$ cat src/rtl/tdg_pkg.sv
package tdg_pkg;
    typedef enum logic [1:0] {
        ST_IDLE  = 2'd0,
        ST_DELAY = 2'd1,
        ST_PULSE = 2'd2
    } tdg_state_e;
endpackage

$ cat src/rtl/tdg_sync_edge.sv
module tdg_sync_edge #(
    parameter int STAGES = 2
) (
    input  logic clk,
    input  logic rst_n,
    input  logic async_in,
    output logic rise
);
    logic [STAGES-1:0] sync_q;
    logic              prev_q;

    generate
        for (genvar g = 0; g < STAGES; g++) begin : g_stage
            if (g == 0) begin : g_first
                always_ff @(posedge clk or negedge rst_n) begin
                    if (!rst_n) sync_q[0] <= 1'b0;
                    else        sync_q[0] <= async_in;
                end
            end else begin : g_rest
                always_ff @(posedge clk or negedge rst_n) begin
                    if (!rst_n) sync_q[g] <= 1'b0;
                    else        sync_q[g] <= sync_q[g-1];
                end
            end
        end
    endgenerate

    always_ff @(posedge clk or negedge rst_n) begin
        if (!rst_n) prev_q <= 1'b0;
        else        prev_q <= sync_q[STAGES-1];
    end

    assign rise = sync_q[STAGES-1] & ~prev_q;
endmodule

$ cat src/rtl/tdg_prescaler.sv
module tdg_prescaler #(
    parameter int PRE_W = 8
) (
    input  logic             clk,
    input  logic             rst_n,
    input  logic             run,
    input  logic [PRE_W-1:0] div,
    output logic             tick
);
    logic [PRE_W-1:0] cnt_q;
    logic [PRE_W-1:0] last;

    always_comb begin
        if (div == '0) last = '0;
        else           last = div - PRE_W'(1);
    end

    assign tick = run && (cnt_q == last);

    always_ff @(posedge clk or negedge rst_n) begin
        if (!rst_n)      cnt_q <= '0;
        else if (!run)   cnt_q <= '0;
        else if (tick)   cnt_q <= '0;
        else             cnt_q <= cnt_q + PRE_W'(1);
    end
endmodule

$ cat src/rtl/tdg_ctrl.sv
module tdg_ctrl
    import tdg_pkg::*;
#(
    parameter int CODE_W  = 8,
    parameter int PULSE_W = 2
) (
    input  logic              clk,
    input  logic              rst_n,
    input  logic              trig_rise,
    input  logic              en_n,
    input  logic [CODE_W-1:0] code_in,
    input  logic              step_tick,
    output logic              step_run,
    output logic [CODE_W-1:0] code_q,
    output logic              pulse_out,
    output logic              busy
);
    localparam int PW_W = (PULSE_W < 2) ? 1 : $clog2(PULSE_W);
    localparam logic [PW_W-1:0] PW_LAST = PW_W'(PULSE_W - 1);

    tdg_state_e        state_q, state_d;
    logic [CODE_W-1:0] elapsed_q;
    logic [PW_W-1:0]   pw_cnt_q;
    logic              accept;
    logic              match;
    logic              width_done;

    assign accept     = trig_rise && !en_n;
    assign match      = (elapsed_q == code_q);
    assign width_done = (pw_cnt_q == PW_LAST);
    assign step_run   = (state_q == ST_DELAY);

    always_comb begin
        state_d = state_q;
        unique case (state_q)
            ST_IDLE:  if (accept)     state_d = ST_DELAY;
            ST_DELAY: if (match)      state_d = ST_PULSE;
            ST_PULSE: if (width_done) state_d = ST_IDLE;
            default:                  state_d = ST_IDLE;
        endcase
    end

    always_ff @(posedge clk or negedge rst_n) begin
        if (!rst_n) state_q <= ST_IDLE;
        else        state_q <= state_d;
    end

    always_ff @(posedge clk or negedge rst_n) begin
        if (!rst_n) begin
            code_q    <= '0;
            elapsed_q <= '0;
            pw_cnt_q  <= '0;
        end else begin
            if (state_q == ST_IDLE && accept) code_q <= code_in;
            if (state_q != ST_DELAY)          elapsed_q <= '0;
            else if (step_tick && !match)     elapsed_q <= elapsed_q + CODE_W'(1);
            if (state_q == ST_PULSE)          pw_cnt_q <= pw_cnt_q + PW_W'(1);
            else                              pw_cnt_q <= '0;
        end
    end

    always_ff @(posedge clk or negedge rst_n) begin
        if (!rst_n) begin
            pulse_out <= 1'b0;
            busy      <= 1'b0;
        end else begin
            pulse_out <= (state_d == ST_PULSE);
            busy      <= (state_d != ST_IDLE);
        end
    end
endmodule

$ cat src/rtl/trig_delay_gen.sv
module trig_delay_gen #(
    parameter int CODE_W      = 8,
    parameter int PRE_W       = 8,
    parameter int PULSE_W     = 2,
    parameter int SYNC_STAGES = 2
) (
    input  logic              clk,
    input  logic              rst_n,
    input  logic              trig_in,
    input  logic              en_n,
    input  logic [CODE_W-1:0] delay_code,
    input  logic [PRE_W-1:0]  step_div,
    output logic              pulse_out,
    output logic              busy
);
    logic              trig_rise;
    logic              step_tick;
    logic              step_run;
    logic [CODE_W-1:0] cap_code;

    tdg_sync_edge #(.STAGES(SYNC_STAGES)) u_sync (
        .clk      (clk),
        .rst_n    (rst_n),
        .async_in (trig_in),
        .rise     (trig_rise)
    );

    tdg_prescaler #(.PRE_W(PRE_W)) u_pre (
        .clk   (clk),
        .rst_n (rst_n),
        .run   (step_run),
        .div   (step_div),
        .tick  (step_tick)
    );

    tdg_ctrl #(.CODE_W(CODE_W), .PULSE_W(PULSE_W)) u_ctrl (
        .clk       (clk),
        .rst_n     (rst_n),
        .trig_rise (trig_rise),
        .en_n      (en_n),
        .code_in   (delay_code),
        .step_tick (step_tick),
        .step_run  (step_run),
        .code_q    (cap_code),
        .pulse_out (pulse_out),
        .busy      (busy)
    );
endmodule

$ cat config.mk
export PLATFORM = sky130hd
export DESIGN_NAME = trig_delay_gen
export DESIGN_NICKNAME = d
export VERILOG_FILES = /design/src/rtl/tdg_pkg.sv /design/src/rtl/tdg_sync_edge.sv /design/src/rtl/tdg_prescaler.sv /design/src/rtl/tdg_ctrl.sv /design/src/rtl/trig_delay_gen.sv
export SDC_FILE = /design/constraint.sdc
export NUM_CORES = 1
export LEC_CHECK = 0
export BUFFER_PORTS_ARGS = -buffer_cell sky130_fd_sc_hd__clkbuf_2
export CAP_MARGIN = 0
export CELL_PAD_IN_SITES_DETAIL_PLACEMENT = 1
export CELL_PAD_IN_SITES_GLOBAL_PLACEMENT = 2
export CORE_UTILIZATION = 41
export CTS_BUF_LIST = sky130_fd_sc_hd__clkbuf_8
export CTS_CLUSTER_DIAMETER = 120
export DETAILED_ROUTE_END_ITERATION = 16
export PLACE_DENSITY = 0.91
export SYNTH_ARGS = -nofsm -noshare
export SYNTH_HDL_FRONTEND = slang
export SYNTH_HIERARCHICAL = 1
export SYNTH_SLANG_ARGS = --single-unit
$ cat constraint.sdc
create_clock -name clk -period 4.6 [get_ports clk]
set_input_delay 0.46 -clock clk [delete_from_list [all_inputs] [get_ports clk]]
set_output_delay 0.46 -clock clk [all_outputs]
set_load 0.01 [all_outputs]
**After elaboration in Yosys (flattened, before gate mapping)**

Cells that the tools add are included.

- $add $sub $neg: 4
- $mul: 0
- Divide/modulo/power cells: 0
- $lt $le $gt $ge: 0
- Equal/unequal tests: 6
- Shift-type cells: 0
- Mux-type cells: 10
- Bitwise operators: 2
- Reduce and logical (&&, ||, !) cells: 10

Operators with widths:

| operator | number |
|---|---|
| 2-to-1 mux 8 bit | 5 |
| adder 8 x 1 -> 8 bit, second input constant | 2 |
| == test 8 bit | 2 |
| zero test 8 bit | 1 |
| subtractor 8 x 1 -> 8 bit, second input constant | 1 |
| 2-to-1 mux 2 bit | 3 |
| one-hot mux 2 bit (3 select lines) | 1 |
| == test 2 bit, second input constant | 2 |
| logical AND 1 bit | 4 |
| nonzero test 2 bit | 2 |
| == test 2 x 1 -> 1 bit, second input constant | 1 |
| zero test 1 bit | 2 |
| zero test 2 bit | 1 |
| != test 2 x 1 -> 1 bit, second input constant | 1 |
| adder 1 bit, second input constant | 1 |
| bitwise AND 1 bit | 1 |
| 2-to-1 mux 1 bit | 1 |
| inverter 1 bit | 1 |

- Flip-flop bits (word level): 32
- Bits in latches: 0
- RAM bits: 0
- Memory bits (read-only): 0
- Input port bits: 20
- Output and inout bits: 2
- Word-level logic and storage cells: 42
- Memories kept: 0

**Logic depth before layout (Yosys ltp)**

- Depth after elaboration: 7
- Depth in mapped cells: 12
- Depth with buffers taken out: 11

**By module**

Netlist, hierarchy kept.

Modules (own cells, without submodules):

| module | instances | cells an instance | area an instance (µm²) | seq. area each (µm²) |
|---|---|---|---|---|
| tdg_ctrl | 1 | 103 | 1033.5 | 525.5 |
| tdg_prescaler | 1 | 111 | 912.1 | 200.2 |
| tdg_sync_edge | 1 | 4 | 88.8 | 75.1 |

**Least setup slack after synthesis**

No wires, ideal clock.

- Path kind: in2reg
- Start point: input port step_div[0]
- End point: register u_ctrl.elapsed_q[6]
- Setup time: 120 ps
- Data arrival time: 2648 ps
- Data required time: 4480 ps
- Slack: 1832 ps
- Stages on the path: 11
- Buffers on the path: 0
- Cell sequence: inv_1 ha_1 or3b_1 nor3_1 o31ai_1 a211oi_4 and2_1 nand4_1 a21oi_1 a31oi_1 a41o_2

- Longest elaborated chain between the ends: 6
- Elaborated cells between the ends (all ways): 7
- Those cells by class: add/sub: 1; eq/ne: 1; mux: 1; reduce/logical: 4

RTL lines:

| element | RTL line | source |
|---|---|---|
| start, declared | trig_delay_gen.sv:12 | `input logic [PRE_W-1:0] step_div,` |
| subtractor 8 x 1 -> 8 bit / zero test 8 bit (equally long branches) | tdg_prescaler.sv:15, tdg_prescaler.sv:14 |  |
| 2-to-1 mux 8 bit (*) | tdg_prescaler.sv:14 | `if (div == '0) last = '0;` |
| == test 8 bit (*) | tdg_prescaler.sv:18 | `assign tick = run && (cnt_q == last);` |
| logical AND 1 bit (*) | tdg_prescaler.sv:18 |  |
| net step_tick | trig_delay_gen.sv:17 | `logic step_tick;` |
| logical AND 1 bit (*) | tdg_ctrl.sv:56 | `else if (step_tick && !match) elapsed_q <= elapsed_q + CODE_W'(1);` |
| nonzero test 2 bit (no line) (*) | - |  |
| end signal, assigned | tdg_ctrl.sv:56 |  |
| end, declared | tdg_ctrl.sv:22 | `logic [CODE_W-1:0] elapsed_q;` |

Mark *: on every way through the listed nets, which the timed path passes. The rest lies on a longest branch.
A chain may end at the register's enable or synchronous reset.

**Worst setup path after layout**

Ends and elaborated chain as after synthesis.

==> out/metrics.yaml <==
synth_edf_count: 0
cts.clk_slew.worst_paths_ps: 70
netlist_instances: 218
grt_usage_pct: 20.43
setup_viol: 0
ant_nets: 0
grt_pass1_vias: 1710
gp_congestion: 0.8158
antenna_cells: 0
sw_frac_of_total_pct: 34.55
cts_resized: 0
synthesis.area_um2: 2034
vdd_drop_max_mv: 0.2498
die_y_um: 72.44
setup_slack_ps: 1432
yosysTopAreaCellShare_pct: 39.36
hold_class: "primary input to asynchronous set/reset pin"
comb_power_share_pct: 26.4
root_buffer: "clkbuf_8"
power_density_nw_per_um2: 403.1
worst_setup_path_start_kind: "primary input"
io_pins: 22
required_ps: 4780
internal_power_mw: 0.5969
finalMaxSlewViolations: 0
p_leak_nw: 1.050
skew_ps: 3.294
cts_tree: "built"
dp_cells: 295
drc_errors: 0
cts_hold_buffers: 0
routed_wl_um: 4635
crit_arrival_ps: 3350
hold_ws_ps: 239.2
dpl.hpwl_um: 3411
routedWlPerCell_um: 15.30
rsz0062_at_grt: "false"
cp-end-kind: "register"
postCtsSetupRepairBufs: 0
synth_flop_cell: "dfrtp_1"
final_common_cell: "nand2_1"
synthTopCellsByArea: "dfrtp_1 39%, nand2_1 8.3%, xor2_1 4.7%"
nets: 258
maxSlewHeadroom_pct: 47.74
port_buffers: 21
pwr-share-seq_pct: 44.2
numCtsBuffers: 5
clk_latency_ps: 280
finalNonFillerCells: 303
ys_seq_area_share_pct: 39.36
die_w_um: 72.44
min_period_ps: 3168
antenna_found_initial: 0
drt_iter0_drc: 69
ctsHtreeMaxLevel: 2
routed_via_density: 5.413
syn_to_final_growth_pct: 11.19
mostFrequentLayoutCells: "45 x nand2_1, 32 x dfrtp_1, 21 x clkbuf_2"
ys_async_sr_fraction_pct: 100.0
final.period_utilization_pct: 68.88
crit_type: "primary input to register"
synth_nets: 241
drive_above_1_share_pct: 21.19
tightest_slew_ps: 781.8
setup-tns-final_ps: 0
grt_overflow: 0
cap_violations: 0
dieArea_um2: 5248
fp-row-count: 25
start_util_pct: 42.79
power_frac_clock_pct: 29.4
synth_cell_types: 60
core_um2: 4755
vias: 1640
cts.sinks: 32
clockBufferDepth: 2
pre_cts_slack_ps: 1177
status: "finished, final reports clean"
p_switching_mw: 0.3151
ys_seq_elements: 32
yosysTopAreaCell: "dfrtp_1"
crit_fanout: 9
yosys_warnings: 6
firstDrtPassIters: 4
grt_pass1_wl_um: 8169
syn_area_per_cell_um2: 9.332
max_freq_mhz: 315.6
finalHoldViolCount: 0
grt_max_degree: 33
[metal layers]
metal | wire length, um | global-route usage [%] | vias to the layer above
li1 | - | - | 798
met1 | 2175 | 26.61 | 802
met2 | 2220 | 33.44 | 30
met3 | 139 | 4.028 | 10
met4 | 100 | 8.061 | 0
met5 | 0 | 0 | -
[worst max-delay path: stages]
cell	delay, ps
clkbuf_2	130
inv_1	70
ha_1	270
nor2b_1	510
and4b_1	280
o31ai_1	100
a211oi_4	460
and2_1	300
nand4_1	130
a21oi_1	260
a31oi_1	130
a41o_2	240
[sequential cells by signal, indices dropped and copies added (netlist names)]
signal / count
u_pre/cnt_q: 8
u_ctrl/code_q: 8
u_ctrl/pulse_out: 1
u_ctrl/busy: 1
u_sync/prev_q: 1
u_ctrl/state_q: 2
u_ctrl/elapsed_q: 8
u_ctrl/pw_cnt_q: 1
u_sync/sync_q: 2
[final timing paths]
| check | startpoint | end | slack, ps | cells after the start |
|---|---|---|---|---|
| setup / recovery | step_div[0] | u_ctrl/elapsed_q[6] | 1430 | 12 |
| min in group clk | trig_in | u_sync/sync_q[0] | 280 | 1 |
| hold reg to reg | u_sync/sync_q[0] | u_sync/sync_q[1] | 360 | 0 |
| max in group asynchronous | rst_n | u_pre/cnt_q[7] | 3860 | 1 |
| hold / removal | rst_n | u_ctrl/elapsed_q[5] | 240 | 1 |
| setup reg to reg | u_ctrl/state_q[1] | u_ctrl/elapsed_q[6] | 1480 | 10 |
[layout make-up]
type / count / area [um2]
Clock buffer: 5 / 68.82
Clock inverter: 3 / 42.54
Fill cell: 590 / 2492
Sequential cell: 32 / 800.8
Multi-Input combinational cell: 167 / 1131
Inverter: 8 / 30.03
Tap cell: 67 / 83.83
Timing Repair Buffer: 21 / 105.1
[Yosys cell counts, types with 4 or more instances]
library cell	count
nand2b_1	6
dfrtp_1	32
nand3_1	7
nand2_1	45
xnor2_1	8
xor2_1	11
nor2_1	7
nor3_1	4
inv_1	7
buf_4	4
nand4_1	4
a21oi_1	12
[through the flow]
stage | power, mW | utilization, % | instance area, um2
global route | 0.9766 | 47.58 | 2262
detailed placement | 0.6443 | 45.24 | 2151
CTS | 0.9202 | 47.58 | 2262
global placement | 0.6374 | 45.24 | 2151
finish | 0.9120 | 47.58 | 2262
floorplan | 0.5771 | - | 2034
[kinds of logic after synthesis]
family	count (synthesis)	share of synthesized area [%]
adder cells (fa/ha/maj)	3	1.845
buffers and inverters	19	5.043
XOR/XNOR	20	8.979
flip-flops	32	39.36
AND/OR/NAND/NOR	101	27.31
AO/OA/AOI/OAI	40	15.99
multiplexers	3	1.476
[power by group through the flow]
stage                     logic (mW)  clock network (mW)  registers (mW)
after floorplan                0.205                   0           0.372
after global placement         0.232                   0           0.405
after detailed placement       0.238                   0           0.406
after CTS                      0.242               0.276           0.401
after global routing           0.272               0.291           0.413
final                          0.241               0.268           0.403
Power figures use the tool's default switching activity.
